$ cat config.mk
export PLATFORM = sky130hd
export DESIGN_NAME = exc_entry_seq
export DESIGN_NICKNAME = d
export VERILOG_FILES = /design/src/rtl/exc_entry_pkg.sv /design/src/rtl/exc_entry_classify.sv /design/src/rtl/exc_entry_ps_next.sv /design/src/rtl/exc_entry_slot_bank.sv /design/src/rtl/exc_entry_seq.sv
export SDC_FILE = /design/constraint.sdc
export NUM_CORES = 1
export LEC_CHECK = 0
export BUFFER_PORTS_ARGS = -buffer_cell sky130_fd_sc_hd__buf_4
export CORE_AREA = 2 2 172 174
export CTS_BUF_LIST = sky130_fd_sc_hd__clkbuf_8 sky130_fd_sc_hd__clkbuf_16
export CTS_CLUSTER_DIAMETER = 60
export DETAILED_ROUTE_END_ITERATION = 7
export DIE_AREA = 0 0 174 176
export GPL_TIMING_DRIVEN = 0
export SETUP_SLACK_MARGIN = 0.3
export SLEW_MARGIN = 25
export SYNTH_ARGS = -nofsm -noshare
export SYNTH_HDL_FRONTEND = slang
export SYNTH_SLANG_ARGS = --single-unit
$ cat constraint.sdc
create_clock -name clk -period 1.4 [get_ports clk]
set_input_delay 0.42 -clock clk [delete_from_list [all_inputs] [get_ports clk]]
set_output_delay 0.42 -clock clk [all_outputs]
set_load 0.005 [all_outputs]
$ cat src/rtl/exc_entry_pkg.sv
package exc_entry_pkg;

    localparam logic [3:0] VEC_KERNEL = 4'b0001;
    localparam logic [3:0] VEC_USER   = 4'b0010;
    localparam logic [3:0] VEC_DOUBLE = 4'b0100;
    localparam logic [3:0] VEC_DEBUG  = 4'b1000;

    typedef enum logic [2:0] {
        ENT_NONE,
        ENT_KERNEL,
        ENT_USER,
        ENT_DOUBLE,
        ENT_DEBUG
    } entry_kind_e;

    function automatic logic [3:0] vec_of(entry_kind_e k);
        case (k)
            ENT_KERNEL: return VEC_KERNEL;
            ENT_USER:   return VEC_USER;
            ENT_DOUBLE: return VEC_DOUBLE;
            ENT_DEBUG:  return VEC_DEBUG;
            default:    return 4'b0000;
        endcase
    endfunction

endpackage

$ cat src/rtl/exc_entry_classify.sv
module exc_entry_classify
    import exc_entry_pkg::*;
#(
    parameter int ILVL_W    = 4,
    parameter int DBG_LEVEL = 6
) (
    input  logic              gen_req_i,
    input  logic              dbg_req_i,
    input  logic              excm_i,
    input  logic              um_i,
    input  logic [ILVL_W-1:0] ilvl_i,
    output entry_kind_e       kind_o
);
    localparam logic [ILVL_W-1:0] DBG_LVL_V = ILVL_W'(DBG_LEVEL);

    logic dbg_ok;

    always_comb begin
        dbg_ok = dbg_req_i && (ilvl_i < DBG_LVL_V);
        if (dbg_ok) begin
            kind_o = ENT_DEBUG;
        end else if (gen_req_i) begin
            if (excm_i) begin
                kind_o = ENT_DOUBLE;
            end else if (um_i) begin
                kind_o = ENT_USER;
            end else begin
                kind_o = ENT_KERNEL;
            end
        end else begin
            kind_o = ENT_NONE;
        end
    end
endmodule

$ cat src/rtl/exc_entry_ps_next.sv
module exc_entry_ps_next
    import exc_entry_pkg::*;
#(
    parameter int ILVL_W    = 4,
    parameter int DBG_LEVEL = 6
) (
    input  entry_kind_e       kind_i,
    input  logic [ILVL_W-1:0] ilvl_i,
    output logic              excm_o,
    output logic [ILVL_W-1:0] ilvl_o
);
    localparam logic [ILVL_W-1:0] DBG_LVL_V = ILVL_W'(DBG_LEVEL);

    always_comb begin
        excm_o = (kind_i != ENT_NONE);
        ilvl_o = (kind_i == ENT_DEBUG) ? DBG_LVL_V : ilvl_i;
    end
endmodule

$ cat src/rtl/exc_entry_slot_bank.sv
module exc_entry_slot_bank #(
    parameter int SLOTS = 7,
    parameter int W     = 32,
    parameter int IDX_W = 3
) (
    input  logic               clk,
    input  logic               rst_n,
    input  logic               we_i,
    input  logic [IDX_W-1:0]   idx_i,
    input  logic [W-1:0]       data_i,
    output logic [SLOTS*W-1:0] flat_o
);
    for (genvar g = 0; g < SLOTS; g++) begin : g_slot
        logic [W-1:0] slot_q;
        always_ff @(posedge clk or negedge rst_n) begin
            if (!rst_n) begin
                slot_q <= '0;
            end else if (we_i && (idx_i == IDX_W'(g))) begin
                slot_q <= data_i;
            end
        end
        assign flat_o[g*W +: W] = slot_q;
    end
endmodule

$ cat src/rtl/exc_entry_seq.sv
module exc_entry_seq
    import exc_entry_pkg::*;
#(
    parameter int XLEN      = 32,
    parameter int CAUSE_W   = 6,
    parameter int DCAUSE_W  = 4,
    parameter int ILVL_W    = 4,
    parameter int NLVL      = 7,
    parameter int DBG_LEVEL = 6,
    parameter int HAS_DEPC  = 1
) (
    input  logic                       clk,
    input  logic                       rst_n,
    input  logic                       gen_req_i,
    input  logic [CAUSE_W-1:0]         gen_cause_i,
    input  logic                       gen_vaddr_vld_i,
    input  logic [XLEN-1:0]            gen_vaddr_i,
    input  logic                       dbg_req_i,
    input  logic [DCAUSE_W-1:0]        dbg_cause_i,
    input  logic [XLEN-1:0]            pc_i,
    input  logic                       ps_excm_i,
    input  logic                       ps_um_i,
    input  logic [ILVL_W-1:0]          ps_ilvl_i,
    output logic [3:0]                 vec_sel_o,
    output logic                       redirect_o,
    output logic                       ps_upd_o,
    output logic                       ps_excm_o,
    output logic [ILVL_W-1:0]          ps_ilvl_o,
    output logic [CAUSE_W-1:0]         exccause_o,
    output logic [XLEN-1:0]            excvaddr_o,
    output logic [XLEN-1:0]            depc_o,
    output logic [DCAUSE_W-1:0]        dbgcause_o,
    output logic [NLVL*XLEN-1:0]       epc_o,
    output logic [NLVL*(ILVL_W+2)-1:0] eps_o
);
    localparam int PSW   = ILVL_W + 2;
    localparam int IDX_W = (NLVL > 1) ? $clog2(NLVL) : 1;
    localparam logic [IDX_W-1:0] DBG_IDX = IDX_W'(DBG_LEVEL - 1);

    typedef struct packed {
        logic [3:0]          vec;
        logic                redirect;
        logic                ps_upd;
        logic                ps_excm;
        logic [ILVL_W-1:0]   ps_ilvl;
        logic [CAUSE_W-1:0]  cause;
        logic [XLEN-1:0]     vaddr;
        logic [XLEN-1:0]     depc;
        logic [DCAUSE_W-1:0] dcause;
    } seq_t;

    seq_t s_d, s_q;

    entry_kind_e       kind;
    logic              excm_n;
    logic [ILVL_W-1:0] ilvl_n;
    logic              epc_we;
    logic [IDX_W-1:0]  epc_idx;
    logic              eps_we;
    logic [PSW-1:0]    ps_word;

    exc_entry_classify #(
        .ILVL_W    (ILVL_W),
        .DBG_LEVEL (DBG_LEVEL)
    ) u_classify (
        .gen_req_i (gen_req_i),
        .dbg_req_i (dbg_req_i),
        .excm_i    (ps_excm_i),
        .um_i      (ps_um_i),
        .ilvl_i    (ps_ilvl_i),
        .kind_o    (kind)
    );

    exc_entry_ps_next #(
        .ILVL_W    (ILVL_W),
        .DBG_LEVEL (DBG_LEVEL)
    ) u_ps_next (
        .kind_i (kind),
        .ilvl_i (ps_ilvl_i),
        .excm_o (excm_n),
        .ilvl_o (ilvl_n)
    );

    assign ps_word = {ps_um_i, ps_excm_i, ps_ilvl_i};

    always_comb begin
        s_d          = s_q;
        s_d.redirect = 1'b0;
        s_d.ps_upd   = 1'b0;
        epc_we       = 1'b0;
        epc_idx      = '0;
        eps_we       = 1'b0;
        if (kind != ENT_NONE) begin
            s_d.vec      = vec_of(kind);
            s_d.redirect = 1'b1;
            s_d.ps_upd   = 1'b1;
            s_d.ps_excm  = excm_n;
            s_d.ps_ilvl  = ilvl_n;
        end
        case (kind)
            ENT_KERNEL, ENT_USER: begin
                s_d.cause = gen_cause_i;
                if (gen_vaddr_vld_i) begin
                    s_d.vaddr = gen_vaddr_i;
                end
                epc_we = 1'b1;
            end
            ENT_DOUBLE: begin
                s_d.cause = gen_cause_i;
                if (gen_vaddr_vld_i) begin
                    s_d.vaddr = gen_vaddr_i;
                end
                if (HAS_DEPC != 0) begin
                    s_d.depc = pc_i;
                end else begin
                    epc_we = 1'b1;
                end
            end
            ENT_DEBUG: begin
                s_d.dcause = dbg_cause_i;
                epc_we     = 1'b1;
                epc_idx    = DBG_IDX;
                eps_we     = 1'b1;
            end
            default: ;
        endcase
    end

    always_ff @(posedge clk or negedge rst_n) begin
        if (!rst_n) begin
            s_q <= '0;
        end else begin
            s_q <= s_d;
        end
    end

    exc_entry_slot_bank #(
        .SLOTS (NLVL),
        .W     (XLEN),
        .IDX_W (IDX_W)
    ) u_epc_bank (
        .clk    (clk),
        .rst_n  (rst_n),
        .we_i   (epc_we),
        .idx_i  (epc_idx),
        .data_i (pc_i),
        .flat_o (epc_o)
    );

    exc_entry_slot_bank #(
        .SLOTS (NLVL),
        .W     (PSW),
        .IDX_W (IDX_W)
    ) u_eps_bank (
        .clk    (clk),
        .rst_n  (rst_n),
        .we_i   (eps_we),
        .idx_i  (DBG_IDX),
        .data_i (ps_word),
        .flat_o (eps_o)
    );

    assign vec_sel_o  = s_q.vec;
    assign redirect_o = s_q.redirect;
    assign ps_upd_o   = s_q.ps_upd;
    assign ps_excm_o  = s_q.ps_excm;
    assign ps_ilvl_o  = s_q.ps_ilvl;
    assign exccause_o = s_q.cause;
    assign excvaddr_o = s_q.vaddr;
    assign depc_o     = s_q.depc;
    assign dbgcause_o = s_q.dcause;
endmodule

-- After elaboration in Yosys (flattened, before gate mapping)
Cells that the tools add are included.
- flip-flop bits (word level): 315
- output and inout port bits: 351
- word-level logic and storage cells: 51
- $lt $le $gt $ge: 1
- eq/ne operators: 10
- muxes and demuxes: 10
- reductions and logical operators: 13
- operators by type and width (cell ; count):
    4-bit case mux with 4 select lines ; 1
    3-bit by 2-bit == test with 1-bit output (second input constant) ; 4
    3-bit == test (second input constant) ; 4
    3-bit 2-to-1 mux ; 4
    1-bit logical AND ; 8
    7-bit 2-to-1 mux ; 1
    3-bit by 1-bit == test with 1-bit output (second input constant) ; 2
    3-bit OR reduction ; 2
    4-bit by 3-bit less-than comparator with 1-bit output (second input constant) ; 1
    4-bit 2-to-1 mux ; 1
    3-bit zero test ; 1
    3-bit nonzero test ; 1
    1-bit 2-to-1 mux ; 2
    2-bit 2-to-1 mux ; 1
    2-bit AND reduction ; 1

-- Depth between registers and ports, before layout
Gate-level depths: netlist (run 1).
- depth in word-level cells: 8
- mapped depth: 5
- mapped depth without buffers: 3

-- Cells and area by module
A second synthesis (run 1) with hierarchy kept.
- cell total of the unflattened synthesis: 790
- area total of the unflattened synthesis: 13446.6 µm²
- by module, submodules not included (module ; instances ; cells each ; area each (µm²)):
    exc_entry_slot_bank (u_epc_bank) ; 1 ; 483 ; 8378.0
    exc_entry_seq ; 1 ; 194 ; 3314.4
    exc_entry_slot_bank (u_eps_bank) ; 1 ; 98 ; 1645.3
    exc_entry_classify ; 1 ; 9 ; 65.1
    exc_entry_ps_next ; 1 ; 6 ; 43.8

-- Worst setup path before layout (run 1)
Ideal clock, no wire load.
- path type: input to register
- from: in gen_req_i
- to: reg s_q, in the netlist depc_o[10]
- library setup time: 125 ps
- arrival: 1416 ps
- required time: 1275 ps
- path slack: -140 ps
- cell stages on the path: 5
- path buffers: 2
- cell sequence: clkbuf_1 nand2_1 a21oi_4 buf_6 mux2_2
- word-level cells in the longest chain between the ends: 3
- ends and longest elaborated chain (what ; RTL line ; text):
    from (decl) ; exc_entry_seq.sv:14 ; input logic gen_req_i,
    3-bit 2-to-1 mux ; exc_entry_classify.sv:22 ; end else if (gen_req_i) begin
    3-bit 2-to-1 mux ; exc_entry_classify.sv:20 ; if (dbg_ok) begin
    3-bit by 2-bit == test with 1-bit output ; exc_entry_seq.sv:100 ; case (kind)
    to (signal assigned) ; exc_entry_seq.sv:131 ; s_q <= '0;
    to (signal assigned) ; exc_entry_seq.sv:133 ; s_q <= s_d;
    to (decl) ; exc_entry_seq.sv:52 ; seq_t s_d, s_q;
No other way between the ends.
A chain may end at the register's enable or synchronous reset.

==> metrics.txt, run 1 <==
Die X ~170 um; Syn Inst Count 548; Final WS setup -56.7 ps; Chip Height approximately 180 um; Worst setup SP type register; Mapped Avg Cell Area 13.4 sq um; Synth warnings 0; Final Hold Fails 40; NumNets Final 1225; design area 13700 sq um; CP max-delay cell dfrtp_1; Arrival @ worst endpoint 1040 ps; Initial Utilization 0.258; area of the mapped netlist 7360 sq um; top cells by area, synth dfrtp_1 52%, buf_4 20%, mux2_2 20%; dpl cells about 1.4k; Critical path origin ps_upd_o; Post-DP HPWL between 10000 and 15000 um; pwr/cell area 1130 nW/um^2; Worst-Skew Late Latency 420 ps; Final min period 1460 ps; CP required a little under 1000 ps; RSZ-0062 raised after global routing yes; Comb pwr share 0.332; CTS buffer count 17; worst rel slew slack 0.621; H-tree depth 4; maximum vdd drop 0.000539 V; Buffers & Inverters on Critical Path 2; GR Overflow Total 0; Reg2Reg Setup Slack 360 ps; vias roughly 5.5k; violated checks negative hold slack, negative setup slack; synth unique cells 25; Site Rows 62; critical path type register to output pin; largest net degree at the start of global routing 86; Final GP Congestion 0.708; Hold Path Class primary input to async pin; TritonCTS clock tree built; port bufs 238; P_leak 7.35 nW; Worst-Margin Slew 569 ps; sequential power share 0.371; register area share after synthesis 0.523; most used cell, CP buf_6; CTS sink cnt 154; CP max stage delay roughly 400 ps; Setup WS pre-CTS -444 ps; Clock transition at path regs roughly 70 ps; Starting DRT DRC Count 146; first-pass GRT wire length 31500 um; Pwr Total 0.0156 W; post-route ant nets 0; clock share of power 0.297; Worst R2R Start depc_o[10]; post-synth top area cell dfrtp_1; CTS root buf clkbuf_16; via count of the first global-routing pass 5260; layout cells sized above 1 0.676; vias per inst 3.56; final number of setup-violating endpoints 1; Wirelength per Cell 14.1 um; max frequency 686 MHz; die area roughly 31000 sq um; Tcrit/Tclk final 1.04; core area roughly 29000 sq um; Synth top area share 0.523; DRC Markers 0; DRT Wirelength 21600 um; P_int 0.0114 W; switch share 0.264; reg2reg end depc_o[10]; P&R area growth vs syn 86.7%; delay-heaviest family, CP flip-flops; Layout Skew 0 ps; Crit Path Max Fanout 2; Non-Filler Instances 1537; clock tree buffer depth 2; Placement Cell Area 10800 sq um; max-cap violations 0; total track usage 0.134; drt pass-1 iters 4; CP endpoint kind output pin; status complete, but fails checks; fin util 0.481; synthesized flop and latch total 154; worst hold margin -58.9 ps; n_diodes 0; number of cells on the worst reg-to-reg path 3; initial antenna violation count 0; Ports around 440; switching power a little over 0.004 W; Slew Limit Fails 0; CP Cell Sequence buf_6 -> buf_6
## state kept, by name, summed over array words and instances (netlist names)
| signal | count |
|---|---|
| u_epc_bank.g_slot.slot_q | 64 |
| depc_o | 32 |
| excvaddr_o | 32 |
| exccause_o | 6 |
| u_eps_bank.g_slot.slot_q | 6 |
| dbgcause_o | 4 |
| ps_ilvl_o | 4 |
| vec_sel_o | 4 |
| ps_excm_o | 1 |
| ps_upd_o | 1 |
## metal layers
metal / up-vias / routed length [um] / part of all wire / global-route usage
met5: - / 0 / 0 / 0
met4: 0 / 306 / 0.014 / 0.0417
met3: 18 / 1430 / 0.066 / 0.0381
met2: 215 / 10900 / 0.51 / 0.222
met1: 2620 / 8960 / 0.41 / 0.169
li1: 2612 / - / - / -
## what timing repair did
action                                  CTS  global route
buffers inserted                         80            48
gates cloned                             11             0
pin swaps                                 5             4
hold endpoints to repair                 69            21
gates resized for setup                 263             7
endpoints found under the setup margin  295           301
## worst max path at each step
stage                                            endpoint  slack (ps)  depth (start not counted)
final                                          redirect_o         -60                          2
after global routing                           redirect_o        -110                          2
after CTS                                      redirect_o         -80                          2
after detailed placement                       depc_o[10]        -440                          5
after global placement    u_epc_bank.g_slot[0].slot_q[13]        -980                          1
after floorplan           u_epc_bank.g_slot[5].slot_q[28]         -60                          5
## per-stage QoR
| stage | TNS (ps) | hold slack (ps) |
|---|---|---|
| 4_1_cts | -119 | -45.4 |
| 3_3_place_gp | -192680 | 474 |
| 3_5_place_dp | -46830 | 414 |
| 6_report | -56.7 | -58.9 |
| 5_1_grt | -703 | -40.8 |
| 2_1_floorplan | -3410 | 124 |
## synth_stat cells (all sizes together)
cell type  number
o22a            2
o21ai           4
nand3b          1
mux2          141
mux2i           4
conb            1
dfrtp         154
a21oi           5
nand2b          5
and2b           1
or3             1
inv             1
and2            2
buf           212
nor2            6
nand2           7
clkbuf          1
## area by class of cell
type / count / area (sq um)
plain buffers: 213 / 1790
clock buffers: 18 / 439
clock inverters: 14 / 139
fillers: 2513 / 14800
inverters: 1 / 3.75
multi-input cells: 375 / 3170
flip-flops and latches: 154 / 3850
well taps: 384 / 480
repair buffers: 378 / 3870
## cells in the final DEF (no fill, tap or decap)
cell | Yosys | layout
o21ai_1 | 0 | 1
or3_1 | 1 | 1
mux2i_1 | 4 | 4
nand2_8 | 0 | 1
nand3b_1 | 1 | 1
nand2_1 | 5 | 2
buf_16 | 0 | 12
buf_8 | 0 | 5
a21oi_1 | 2 | 2
clkinv_4 | 0 | 4
inv_6 | 0 | 3
o21ai_0 | 3 | 2
nor2_1 | 5 | 5
buf_12 | 0 | 22
clkbuf_16 | 0 | 18
and2_4 | 0 | 2
o22a_1 | 2 | 2
conb_1 | 1 | 196
o21ai_4 | 0 | 1
inv_8 | 0 | 2
dfrtp_1 | 154 | 154
buf_6 | 11 | 173
a21oi_4 | 3 | 3
bufinv_16 | 0 | 1
nand2_2 | 2 | 3
nand2_4 | 0 | 1
mux2_2 | 129 | 1
clkinvlp_4 | 0 | 2
inv_1 | 1 | 1
and2b_4 | 1 | 1
buf_4 | 197 | 378
mux2_4 | 5 | 140
nand2b_4 | 0 | 2
nand2b_1 | 5 | 3
clkbuf_8 | 0 | 1
clkinv_2 | 0 | 2
nor2_4 | 1 | 1
## logic make-up (layout without fill, tap and decap cells)
group,after synthesis,after routing,share of synthesized area
buffers and inverters,214,624,0.221
muxes,145,145,0.224
and+or+nand+nor,23,23,0.0175
other,1,196,0.000509
AOI/OAI and AO/OA,11,11,0.0136
DFF,154,154,0.523
## power by group through the flow
stage          combinational (W)  clock [W]  sequential [W]
2_1_floorplan            0.00168          0         0.00571
3_3_place_gp             0.00348          0         0.00568
3_5_place_dp             0.00353          0         0.00570
4_1_cts                  0.00484    0.00478         0.00576
5_1_grt                  0.00550    0.00494         0.00585
6_report                 0.00516    0.00462         0.00577
(Power assumes the default switching activity.)
==> run 2, diff against run 1 <==
CORE_AREA = 5 5 165 167   (was 2 2 172 174)
DIE_AREA = 0 0 170 172   (was 0 0 174 176)
SKIP_CTS_REPAIR_TIMING = 1   (was unset)
==> run 2 against run 1 <==
Against the previous run: the run still ends with negative hold slack, negative setup slack left; die area fell by 4.5%; non-clock buffer count is 47 lower; wire length is 0.64% higher; global-route usage decreased by 0.94 points; critical path depth unchanged; critical path type unchanged; largest cell class unchanged.
==> metrics.txt, run 2 (synthesis gave the netlist of run 1 again) <==
Wirelength per Cell 15.1 um (was 14.1 um); fin util 0.517 (was 0.481); DRT Wirelength 21800 um (was 21600 um); Final WS setup -52.4 ps (was -56.7 ps); pwr/cell area 1170 nW/um^2 (was 1130 nW/um^2); first-pass GRT wire length 28300 um (was 31500 um); Starting DRT DRC Count 176 (was 146); Worst-Margin Slew 581 ps (was 569 ps); P&R area growth vs syn 79.8% (was 86.7%); clock tree buffer depth 2 (unchanged); Initial Utilization 0.287 (was 0.258); die area 29200 sq um (was 30600 sq um); worst hold margin -33.3 ps (was -58.9 ps); Reg2Reg Setup Slack 390 ps (was 360 ps); CP Cell Sequence buf_6 -> buf_6 (unchanged); reg2reg end excvaddr_o[31] (was depc_o[10]); initial antenna violation count 0 (unchanged); vias per inst 3.66 (was 3.56); Buffers & Inverters on Critical Path 2 (unchanged); Worst setup SP type register (unchanged); design area 13200 sq um (was 13700 sq um); CTS sink cnt 154 (unchanged); Tcrit/Tclk final 1.04 (about the same); Worst Setup EP redirect_o (unchanged); largest net degree at the start of global routing 82 (was 86); Site Rows 59 (was 62); CP max-delay cell dfrtp_1 (unchanged); most used cell, CP buf_6 (unchanged); critical path type register to output pin (unchanged); Critical path origin ps_upd_o (unchanged); commonest cells after routing, fill and taps aside 343 x buf_4, 196 x conb_1, 167 x buf_6, 154 x dfrtp_1, 137 x mux2_4 (was 378 x buf_4, 196 x conb_1, 173 x buf_6, 154 x dfrtp_1, 140 x mux2_4); CTS buffer count 17 (unchanged); P_leak 7.08 nW (was 7.35 nW); CP required 980 ps (about the same); CTS root buf clkbuf_16 (unchanged); vias 5272 (was 5465); maximum vdd drop 0.000705 V (was 0.000539 V); RSZ-0062 raised after global routing yes (unchanged); GR Overflow Total 0 (unchanged); Final Hold Fails 28 (was 40); TritonCTS clock tree built (unchanged); total track usage 0.124 (was 0.134); final number of setup-violating endpoints 1 (unchanged); Final GP Congestion 0.720 (was 0.708); Worst R2R Start excvaddr_o[31] (was depc_o[10]); via count of the first global-routing pass 4835 (was 5260); max frequency 689 MHz (was 686 MHz); max-cap violations 0 (unchanged); core area 25600 sq um (was 28500 sq um); Ports 436 (unchanged); Setup WS pre-CTS -417 ps (was -444 ps); Slew Limit Fails 0 (unchanged); Crit Path Max Fanout 2 (unchanged); port bufs 238 (unchanged); layout cells sized above 1 0.659 (was 0.676); Worst-Skew Late Latency 410 ps (was 420 ps); Reg with most FFs u_epc_bank.g_slot.slot_q (unchanged); Hold Path Class primary input to async pin (unchanged); Chip Height 172 um (was 176 um); Layout Skew 0 ps (unchanged); number of cells on the worst reg-to-reg path 3 (unchanged); Die X 170 um (was 174 um); H-tree depth 4 (unchanged); drt pass-1 iters 4 (unchanged); most common cell after layout, fill and taps aside buf_4 (unchanged); violated checks negative hold slack, negative setup slack (unchanged); Worst path depth 2 (unchanged); n_diodes 0 (unchanged); Clock transition at path regs 70 ps (about the same); delay-heaviest family, CP flip-flops (unchanged); CP endpoint kind output pin (unchanged); CP max stage delay 400 ps (about the same); status complete, but fails checks (unchanged); Arrival @ worst endpoint 1030 ps (was 1040 ps); NumNets Final 1178 (was 1225); worst rel slew slack 0.613 (was 0.621); Final min period 1450 ps (was 1460 ps); post-route ant nets 0 (unchanged); max reg flops 64 (unchanged); DRC Markers 0 (unchanged); Placement Cell Area 10700 sq um (was 10800 sq um); Post-DP HPWL 15200 um (was 14400 um)
run 2: cell count changes in the layout (fill, tap and decap cells not counted), moves of 3 or more:
| cell | change |
|---|---|
| buf_4 | -35 |
| buf_16 | -11 |
| clkbuf_16 | +10 |
| buf_6 | -6 |
| buf_8 | -3 |
| mux2_2 | +3 |
| mux2_4 | -3 |
run 2: worst min-delay path by stage:
stage | slack, ps | startpoint | end | cells after the start
3_5_place_dp | 440 | rst_n | excvaddr_o[22] | 1
2_1_floorplan | 120 | rst_n | dbgcause_o[0] | 0
6_report | -30 | rst_n | excvaddr_o[22] | 1
4_1_cts | -30 | rst_n | excvaddr_o[25] | 1
5_1_grt | -7 | rst_n | excvaddr_o[25] | 1
3_3_place_gp | 460 | ps_excm_o | ps_excm_o | 1
run 2: layer usage:
layer,wire (um),GRT usage,vias up
li1,-,-,2521
met1,8570,0.149,2533
met2,11300,0.215,208
met3,1760,0.0455,10
met4,178,0.0274,0
met5,0,0,-
run 2: per-stage QoR:
| step | power [W] | std cells | hold slack [ps] | TNS [ps] |
|---|---|---|---|---|
| floorplan | 0.00739 | 743 | 124 | -3410 |
| global placement | 0.00918 | 1316 | 458 | -191070 |
| detailed placement | 0.00924 | 1317 | 436 | -43660 |
| CTS | 0.0142 | 1348 | -25.8 | -129 |
| global route | 0.0163 | 1440 | -7.34 | -287 |
| finish | 0.0155 | 1440 | -33.3 | -52.4 |
run 2: layout make-up:
cell class | instances | area [sq um]
fillers | 2243 | 12400
flip-flops and latches | 154 | 3850
repair buffers | 331 | 3390
multi-input cells | 375 | 3150
plain buffers | 213 | 1790
clock buffers | 20 | 467
well taps | 335 | 419
clock inverters | 11 | 159
inverters | 1 | 3.75
run 2: power by group:
group / total (W) / switching [W] / internal (W)
Sequential: 0.00577 / 0.000564 / 0.00520
Combinational: 0.00484 / 0.00141 / 0.00343
Clock: 0.00492 / 0.00195 / 0.00297
==> run 3, diff against run 2 <==
CORE_AREA = 5 5 166 168   (was 5 5 165 167)
DIE_AREA = 0 0 171 173   (was 0 0 170 172)
clock period = 1.6 ns   (was 1.4 ns; I/O delays follow)
==> run 3 against run 2 <==
Against the previous run: the run now ends clean; via count shrank 2.3%; first-iteration DRC count shrank 31%; global-route usage grew 0.76 points; sequential power shrank 13%; combinational power shrank 18%; clock skew is the same; clock power shrank 15%; register-to-register slack gained 200 ps; worst hold slack gained 71 ps; sequential share of layout area grew 1.2 points; cell count shrank 1.3%; power shrank 15%; critical path type unchanged.
==> metrics.txt, run 3 (synthesis gave the netlist of run 1 again) <==
total track usage 0.132 (was 0.124); Final Hold Fails 0 (was 28); Worst-Margin Slew 595 ps (was 581 ps); status finished clean (was complete, but fails checks); TritonCTS clock tree built (unchanged); Chip Height 173 um (was 172 um); final number of setup-violating endpoints 0 (was 1); via count of the first global-routing pass 5074 (was 4835); Reg with most FFs u_epc_bank.g_slot.slot_q (unchanged); Die X 171 um (was 170 um); Setup WS pre-CTS -278 ps (was -417 ps); Crit Path Max Fanout 2 (unchanged); vias per inst 3.63 (was 3.66); max reg flops 64 (unchanged); most used cell, CP buf_6 (unchanged); post-route ant nets 0 (unchanged); DRT Wirelength 21500 um (was 21800 um); layout cells sized above 1 0.650 (was 0.659); commonest cells after routing, fill and taps aside 341 x buf_4, 196 x conb_1, 154 x buf_6, 154 x dfrtp_1, 102 x mux2_4 (was 343 x buf_4, 196 x conb_1, 167 x buf_6, 154 x dfrtp_1, 137 x mux2_4); critical path type register to output pin (unchanged); CP max stage delay 410 ps (was 400 ps); Clock transition at path regs 80 ps (was 70 ps); Placement Cell Area 10700 sq um (about the same); CP endpoint kind output pin (unchanged); first-pass GRT wire length 30400 um (was 28300 um); Initial Utilization 0.286 (was 0.287); Reg2Reg Setup Slack 590 ps (was 390 ps); die area 29600 sq um (was 29200 sq um); worst hold margin 37.8 ps (was -33.3 ps); NumNets Final 1158 (was 1178); Arrival @ worst endpoint 1040 ps (was 1030 ps); reg2reg end u_epc_bank.g_slot[0].slot_q[28] (was excvaddr_o[31]); Final min period between 1500 and 2000 ps; register area 3850 sq um (unchanged); P_leak 6.75 nW (was 7.08 nW); pwr/cell area 1040 nW/um^2 (was 1170 nW/um^2); max frequency 657 MHz; Starting DRT DRC Count 122 (was 176); Post-DP HPWL 15600 um (was 15200 um); Tcrit/Tclk final 0.951; CTS root buf clkbuf_16 (unchanged); drt pass-1 iters 4 (unchanged); GR Overflow Total 0 (unchanged); worst rel slew slack 0.603 (was 0.613); fillers 2329 (was 2243); Final WS setup 78.0 ps (was -52.4 ps); design area 12700 sq um (was 13200 sq um); Hold Path Class primary input to async pin (unchanged); Layout Skew 0 ps (unchanged); CTS buffer count 17 (unchanged); DRC Markers 0 (unchanged); Multi-input gate area 3010 sq um (was 3150 sq um); clock tree buffer depth 2 (unchanged); RSZ-0062 raised after global routing yes (unchanged); Site Rows 59 (unchanged); CP max-delay cell dfrtp_1 (unchanged); initial antenna violation count 0 (unchanged); most common cell after layout, fill and taps aside buf_4 (unchanged); max-cap violations 0 (unchanged); maximum vdd drop 0.000574 V (was 0.000705 V); Worst R2R Start u_epc_bank.g_slot[0].slot_q[28] (was excvaddr_o[31]); number of cells on the worst reg-to-reg path 3 (unchanged); CTS sink cnt 154 (unchanged); setup TNS 0 ps (was -52.4 ps); Worst-Skew Late Latency 420 ps (was 410 ps); largest net degree at the start of global routing 80 (was 82); vias 5153 (was 5272); core area 25800 sq um (was 25600 sq um); Final GP Congestion 0.730 (was 0.720); Ports 436 (unchanged); CP Cell Sequence buf_6 -> buf_6 (unchanged); H-tree depth 4 (unchanged); CP required 1120 ps (was 980 ps); port bufs 238 (unchanged); P&R area growth vs syn 72.8% (was 79.8%); n_diodes 0 (unchanged); Worst setup SP type register (unchanged); Slew Limit Fails 0 (unchanged); Wirelength per Cell 15.1 um (about the same)
==> run 3: changes by cell type in the layout (fill, tap and decap cells not counted), sizes merged <==
cell and delta:
buf -18, inv +6, clkbuf -5, clkinvlp -3, bufinv -1, clkinv +2
==> run 3: stage by stage <==
| stage | util | power, W | std cells |
|---|---|---|---|
| 5_1_grt | 0.494 | 0.0139 | 1421 |
| 6_report | 0.494 | 0.0132 | 1421 |
| 3_5_place_dp | 0.416 | 0.00809 | 1317 |
| 4_1_cts | 0.439 | 0.0124 | 1349 |
| 2_1_floorplan | - | 0.00646 | 743 |
| 3_3_place_gp | 0.414 | 0.00805 | 1316 |
==> run 3: power by group <==
part / switching, W / total (W) / internal (W) / leakage [nW]
Combinational: 0.00119 / 0.00398 / 0.00280 / 4.64
Clock: 0.00182 / 0.00419 / 0.00237 / 0.302
Sequential: 0.000478 / 0.00503 / 0.00455 / 1.81
==> run 3: per-layer routing <==
layer	vias up	routed length, um	GRT usage
met3	21	1750	0.0374
met4	0	346	0.0393
met1	2446	8240	0.153
met5	-	0	0
met2	208	11200	0.234
li1	2478	-	-
==> run 3: critical path: cells and delay by family (launching register included) <==
| kind | cells | cell delay [ps] |
|---|---|---|
| DFF | 1 | 410 |
| buffers and inverters | 2 | 230 |
==> run 3: how the worst max path moves through the flow <==
stage | from | slack [ps] | end | cells past startpoint
global route | ps_upd_o | 30 | redirect_o | 2
finish | ps_upd_o | 80 | redirect_o | 2
global placement | rst_n | -860 | depc_o[13] | 1
floorplan | ps_ilvl_i[3] | 80 | u_epc_bank.g_slot[5].slot_q[28] | 5
CTS | ps_upd_o | 30 | redirect_o | 2
detailed placement | dbg_req_i | -280 | depc_o[10] | 5
==> run 3: final cells by class <==
| cell class | count | share of cell area |
|---|---|---|
| clock buffers | 17 | 0.0334 |
| plain buffers | 213 | 0.137 |
| inverters | 1 | 0.000295 |
| clock inverters | 15 | 0.0141 |
| flip-flops and latches | 154 | 0.303 |
| well taps | 335 | 0.0329 |
| repair buffers | 311 | 0.243 |
| multi-input cells | 375 | 0.236 |
